[config.mk]
export PLATFORM = sky130hd
export DESIGN_NAME = apm_cmd_port
export DESIGN_NICKNAME = d
export VERILOG_FILES = /design/src/rtl/apm_port_pkg.sv /design/src/rtl/apm_cfg_bank.sv /design/src/rtl/apm_cmd_decode.sv /design/src/rtl/apm_smi_ctrl.sv /design/src/rtl/apm_cmd_port.sv
export SDC_FILE = /design/constraint.sdc
export NUM_CORES = 1
export LEC_CHECK = 0
export CAP_MARGIN = 20
export CORE_UTILIZATION = 49
export DETAILED_ROUTE_END_ITERATION = 8
export PLACE_DENSITY_LB_ADDON = 0.15
export SYNTH_ARGS = -nofsm -noshare
export SYNTH_HDL_FRONTEND = slang
export SYNTH_HIERARCHICAL = 1
export SYNTH_SLANG_ARGS = --single-unit
[constraint.sdc]
create_clock -name clk -period 2.4 [get_ports clk]
set_clock_uncertainty 0.15 [all_clocks]
set_input_delay 0.48 -clock clk [delete_from_list [all_inputs] [get_ports clk]]
set_output_delay 0.48 -clock clk [all_outputs]
set_load 0.01 [all_outputs]
[src/rtl/apm_port_pkg.sv]
package apm_port_pkg;

  localparam int unsigned BYTE_W = 8;

  typedef enum logic [1:0] {
    CLS_ACPI_ON  = 2'd0,
    CLS_ACPI_OFF = 2'd1,
    CLS_GENERAL  = 2'd2
  } cmd_class_e;

  function automatic cmd_class_e classify_cmd(
    input logic [BYTE_W-1:0] code,
    input logic [BYTE_W-1:0] on_code,
    input logic [BYTE_W-1:0] off_code
  );
    if (code == on_code)       return CLS_ACPI_ON;
    else if (code == off_code) return CLS_ACPI_OFF;
    else                       return CLS_GENERAL;
  endfunction

endpackage

[src/rtl/apm_cfg_bank.sv]
module apm_cfg_bank #(
  parameter int unsigned N_BYTES  = 4,
  parameter int unsigned W        = 8,
  parameter int unsigned GATE_IDX = 3,
  parameter int unsigned GATE_BIT = 1,
  localparam int unsigned AW      = (N_BYTES > 1) ? $clog2(N_BYTES) : 1
) (
  input  logic          clk,
  input  logic          rst_n,
  input  logic          smm_supported,
  input  logic          we,
  input  logic [AW-1:0] waddr,
  input  logic [W-1:0]  wdata,
  input  logic [AW-1:0] raddr,
  output logic [W-1:0]  rdata,
  output logic          smi_gate
);

  localparam logic [W-1:0] SMM_DONE_VAL = W'(1) << GATE_BIT;

  logic [W-1:0] bytes_q [N_BYTES];

  for (genvar i = 0; i < N_BYTES; i++) begin : g_byte
    always_ff @(posedge clk) begin
      if (!rst_n) begin
        if (i == GATE_IDX && !smm_supported) bytes_q[i] <= SMM_DONE_VAL;
        else                                  bytes_q[i] <= '0;
      end else if (we && waddr == AW'(i)) begin
        bytes_q[i] <= wdata;
      end
    end
  end

  assign rdata    = bytes_q[raddr];
  assign smi_gate = bytes_q[GATE_IDX][GATE_BIT];


  cfg_write_lands_chk: assert property (@(posedge clk) disable iff (!rst_n)
    (we && rst_n) |=> (bytes_q[$past(waddr)] == $past(wdata)));

endmodule

[src/rtl/apm_cmd_decode.sv]
module apm_cmd_decode
  import apm_port_pkg::*;
#(
  parameter int unsigned    W        = 8,
  parameter logic [W-1:0]   ON_CODE  = 8'hF1,
  parameter logic [W-1:0]   OFF_CODE = 8'hF0
) (
  input  logic         clk,
  input  logic         rst_n,
  input  logic         accept,
  input  logic [W-1:0] code,
  output logic         sci_en,
  output logic [W-1:0] last_cmd,
  output logic         general_hit
);

  cmd_class_e cls;
  logic       sci_q;
  logic [W-1:0] last_q;

  assign cls = classify_cmd(code, ON_CODE, OFF_CODE);

  always_ff @(posedge clk) begin
    if (!rst_n) begin
      sci_q  <= 1'b0;
      last_q <= '0;
    end else if (accept) begin
      last_q <= code;
      case (cls)
        CLS_ACPI_ON:  sci_q <= 1'b1;
        CLS_ACPI_OFF: sci_q <= 1'b0;
        default:      sci_q <= sci_q;
      endcase
    end
  end

  assign sci_en      = sci_q;
  assign last_cmd    = last_q;
  assign general_hit = accept && (cls == CLS_GENERAL);


  acpi_on_sets_chk: assert property (@(posedge clk) disable iff (!rst_n)
    (accept && code == ON_CODE) |=> sci_en);


  acpi_off_clears_chk: assert property (@(posedge clk) disable iff (!rst_n)
    (accept && code == OFF_CODE) |=> !sci_en);


  last_cmd_capture_chk: assert property (@(posedge clk) disable iff (!rst_n)
    accept |=> (last_cmd == $past(code)));

endmodule

[src/rtl/apm_smi_ctrl.sv]
module apm_smi_ctrl (
  input  logic clk,
  input  logic rst_n,
  input  logic trigger,
  input  logic ack,
  output logic req
);

  logic req_q;

  always_ff @(posedge clk) begin
    if (!rst_n)       req_q <= 1'b0;
    else if (trigger) req_q <= 1'b1;
    else if (ack)     req_q <= 1'b0;
  end

  assign req = req_q;


  smi_holds_chk: assert property (@(posedge clk) disable iff (!rst_n)
    (req && !ack) |=> req);


  smi_ack_clears_chk: assert property (@(posedge clk) disable iff (!rst_n)
    (ack && !trigger) |=> !req);


  smi_trigger_wins_chk: assert property (@(posedge clk) disable iff (!rst_n)
    trigger |=> req);

endmodule

[src/rtl/apm_cmd_port.sv]
module apm_cmd_port
  import apm_port_pkg::*;
#(
  parameter int unsigned  CFG_BYTES = 4,
  parameter int unsigned  GATE_IDX  = 3,
  parameter int unsigned  GATE_BIT  = 1,
  parameter logic [7:0]   ON_CODE   = 8'hF1,
  parameter logic [7:0]   OFF_CODE  = 8'hF0,
  localparam int unsigned CAW       = (CFG_BYTES > 1) ? $clog2(CFG_BYTES) : 1
) (
  input  logic              clk,
  input  logic              rst_n,
  input  logic              smm_supported,
  input  logic              cmd_valid,
  output logic              cmd_ready,
  input  logic [BYTE_W-1:0] cmd_data,
  output logic [BYTE_W-1:0] cmd_last,
  input  logic              cfg_we,
  input  logic [CAW-1:0]    cfg_waddr,
  input  logic [BYTE_W-1:0] cfg_wdata,
  input  logic [CAW-1:0]    cfg_raddr,
  output logic [BYTE_W-1:0] cfg_rdata,
  output logic              sci_en,
  output logic              smi_req,
  input  logic              smi_ack
);

  logic accept;
  logic general_hit;
  logic smi_gate;

  assign cmd_ready = 1'b1;
  assign accept    = cmd_valid && cmd_ready;

  apm_cfg_bank #(
    .N_BYTES (CFG_BYTES),
    .W       (BYTE_W),
    .GATE_IDX(GATE_IDX),
    .GATE_BIT(GATE_BIT)
  ) u_cfg (
    .clk          (clk),
    .rst_n        (rst_n),
    .smm_supported(smm_supported),
    .we           (cfg_we),
    .waddr        (cfg_waddr),
    .wdata        (cfg_wdata),
    .raddr        (cfg_raddr),
    .rdata        (cfg_rdata),
    .smi_gate     (smi_gate)
  );

  apm_cmd_decode #(
    .W       (BYTE_W),
    .ON_CODE (ON_CODE),
    .OFF_CODE(OFF_CODE)
  ) u_dec (
    .clk        (clk),
    .rst_n      (rst_n),
    .accept     (accept),
    .code       (cmd_data),
    .sci_en     (sci_en),
    .last_cmd   (cmd_last),
    .general_hit(general_hit)
  );

  apm_smi_ctrl u_smi (
    .clk    (clk),
    .rst_n  (rst_n),
    .trigger(general_hit && smi_gate),
    .ack    (smi_ack),
    .req    (smi_req)
  );


  reserved_no_smi_chk: assert property (@(posedge clk) disable iff (!rst_n)
    (cmd_valid && (cmd_data == ON_CODE || cmd_data == OFF_CODE) && !smi_req)
      |=> !smi_req);


  gated_cmd_raises_chk: assert property (@(posedge clk) disable iff (!rst_n)
    (cmd_valid && cmd_data != ON_CODE && cmd_data != OFF_CODE && smi_gate)
      |=> smi_req);


  ungated_cmd_quiet_chk: assert property (@(posedge clk) disable iff (!rst_n)
    (cmd_valid && !smi_gate && !smi_req && !smi_ack) |=> !smi_req);


  idle_keeps_last_chk: assert property (@(posedge clk) disable iff (!rst_n)
    !cmd_valid |=> $stable(cmd_last));

endmodule

==> flow_summary.json <==
{
  "status": "complete, no violations",
  "hold_slack_ns": 0.321,
  "route.antenna.remaining_nets": 0,
  "synthDistinctLibCells": 26,
  "critical_path.startpoint": "cfg_raddr[1]",
  "die_area_um2": 4070,
  "port_buffers": 43,
  "utilization": 0.690,
  "drt_iter0_drc": 43,
  "fin_crit_ns": 2.32,
  "dpl.hpwl_um": 2850,
  "stdcell_count": 247,
  "setup_viol": 0,
  "postSynthAreaPerCell_um2": 13.6,
  "die_h_um": 63.8,
  "r2r-start": "u_cfg/bytes_q[3][1]$_DFFE_PP_",
  "insertion_delay_ns": 0.29,
  "area_growth_syn_to_layout_pct": 35.0,
  "cp_top_family": "buffers and inverters",
  "syn_area_um2": 1870,
  "p_seq_frac": 0.563,
  "cts_setup_buffers": 0,
  "crit_arrival_ns": 1.69,
  "tns_ns": 0,
  "p_leak_nw": 0.934,
  "core_um2": 3660,
  "dp_cells": 239,
  "synthSimpleGateAreaFrac": 0.175,
  "synth_top_family_by_area": "simple AND/OR/NAND/NOR gates",
  "cts_max_level": 2,
  "slew_viol_final": 0,
  "min_from": "u_dec/sci_en$_SDFFE_PN0P_",
  "synthAdderAreaFrac": 0,
  "routedWlPerCell_um": 14.8,
  "routabilityCongestion": 0.818,
  "max_cap_viol_count": 0,
  "pwr-share-comb": 0.159,
  "grt_pass1_wl_um": 5870,
  "cp_cell_sequence": "clkdlybuf4s50_1, buf_4, mux4_2, dlygate4sd2_1",
  "grt_antenna_before_repair": 0,
  "clk_pin_slew_ns": 0.07,
  "netlist_instances": 138,
  "first_global_vias": 1232,
  "drc": 0,
  "startpoint_type": "input port",
  "fin_crit_sh": 0.966,
  "grt_usage": 0.204,
  "vias": 1247,
  "hold_violations": 0,
  "synth_compound_area_frac": 0.0147,
  "internal_power_mw": 1.16,
  "hold_class": "reg -> reg",
  "drt-total-wl_um": 3650,
  "cts.sink_count": 42,
  "crit_path_end_kind": "output port",
  "required_ns": 1.77,
  "max_stage_delay_ns": 0.49,
  "crit_type": "in -> out",
  "drive_above_1_share": 0.186,
  "initial_core_util": 0.511,
  "fmax_mhz": 431,
  "overflow": 0,
  "grt_max_degree": 16,
  "num_io_pins": 45,
  "max-vdd-ir-drop_mv": 0.361,
  "switching_power_mw": 0.342,
  "place_ws_ns": -0.365,
  "path_buf_inv": 3,
  "fin_nets": 224,
  "cp_slowest_cell": "clkdlybuf4s50_1",
  "dr.pass1.iters": 4,
  "synth_xor_area_frac": 0,
  "synthMuxAreaShare": 0.150,
  "diodes": 0,
  "power_frac_clock": 0.278,
  "p_per_area_nw_per_um2": 597,
  "rows": 22,
  "placed_area_um2": 2440,
  "yosysWarnings": 6,
  "avgViaCountPerCell": 5.05,
  "swShare": 0.227,
  "worst_slack_ns": 0.0806,
  "ys_seq_elements": 42,
  "power_mw": 1.51,
  "rsz0062_at_grt": "false",
  "cts_root_buf": "clkbuf_8",
  "crit_path_max_fanout": 4,
  "fin_area_um2": 2520,
  "cts_tree": "built",
  "cts_hold_buf": 0,
  "syn_nets": 164,
  "clockBufferDepth": 2,
  "die_x_um": 63.8,
  "cts_buffers": 5,
  "yosysSeqAreaShare": 0.621
}
[area by class of cell]
class | instances | area (um2)
Clock buffer | 5 | 68.8
Clock inverter | 3 | 11.3
Fill cell | 289 | 1140
Inverter | 2 | 10.0
Multi-Input combinational cell | 85 | 639
Sequential cell | 42 | 1160
Tap cell | 48 | 60.1
Timing Repair Buffer | 62 | 574
[final timing paths]
| kind | slack, ns | cells after the start | endpoint |
|---|---|---|---|
| worst min register to register | 0.32 | 2 | u_dec/sci_en$_SDFFE_PN0P_ |
| worst max-delay path | 0.08 | 4 | cfg_rdata[5] |
| worst min-delay path | 0.32 | 2 | u_dec/sci_en$_SDFFE_PN0P_ |
| worst max register to register | 1.46 | 2 | u_smi/req$_SDFFE_PN0P_ |
[cell usage in the layout, fill, tap and decap left out, drive strengths merged, types with 3 or more instances in the layout]
cell,count
clkdlybuf4s15,4
clkdlybuf4s50,34
buf,19
dfxtp,10
clkinv,3
mux4,8
nand2,4
nor2b,9
dlygate4sd2,5
edfxtp,32
nor2,32
mux2i,10
clkbuf,5
nand3,8
o21ai,4
[worst reg2reg max path: cells and delay by family, from the launching register on]
kind / cells / cell delay [ns]
DFF: 1 / 0.38
and+or+nand+nor: 1 / 0.14
AOI/OAI and AO/OA: 1 / 0.17
[cells by family after synthesis]
group / count (synthesis)
flops: 42
mux: 18
simple gates: 61
other cells: 1
compound gates: 5
buf+inv: 11
[routing by layer]
| layer | global-route usage | up-vias | wire length, um |
|---|---|---|---|
| met4 | 0.0682 | 0 | 56 |
| met3 | 0.0643 | 6 | 198 |
| met5 | 0 | - | 0 |
| met1 | 0.260 | 596 | 1580 |
| met2 | 0.330 | 35 | 1810 |
| li1 | - | 610 | - |
[timing repair]
action | 4_1_cts | 5_1_grt
hold endpoints to repair | 0 | 0
setup endpoints to repair | 8 | 0
resized for setup | 15 | 0
[registers in the layout, indices dropped and copies added, names as in the netlist]
signal          flops
u_dec/last_cmd      8
u_smi/req           1
u_dec/sci_en        1
u_cfg/bytes_q      32
[synthesized netlist by cell type]
library cell   n  area share
nor2b_1        8       0.027
nand4bb_4      1       0.015
clkbuf_2       1      0.0027
dfxtp_1       10        0.11
o21ai_0        3      0.0080
nand2b_1       2      0.0067
buf_6          2       0.012
nand3_1        8       0.021
inv_1          1      0.0020
buf_2          5       0.013
mux4_2         8       0.096
o21ai_1        1      0.0027
edfxtp_1      32        0.51
and4b_1        1      0.0054
nor2_1        32       0.064
nor2b_4        1      0.0074
buf_4          1      0.0040
inv_4          1      0.0033
or2_2          1      0.0033
nor3_1         1      0.0027
conb_1         1      0.0020
o21a_1         1      0.0040
nor4_4         1       0.011
nand2_1        4      0.0080
and2_1         1      0.0033
mux2i_1       10       0.054
[power groups by stage]
stage	logic [mW]	registers [mW]	clock network, mW
floorplan	0.109	0.863	0
global placement	0.247	0.862	0
detailed placement	0.251	0.866	0
CTS	0.242	0.849	0.427
global route	0.258	0.853	0.455
finish	0.239	0.848	0.419
Power figures use the tool's default switching activity.
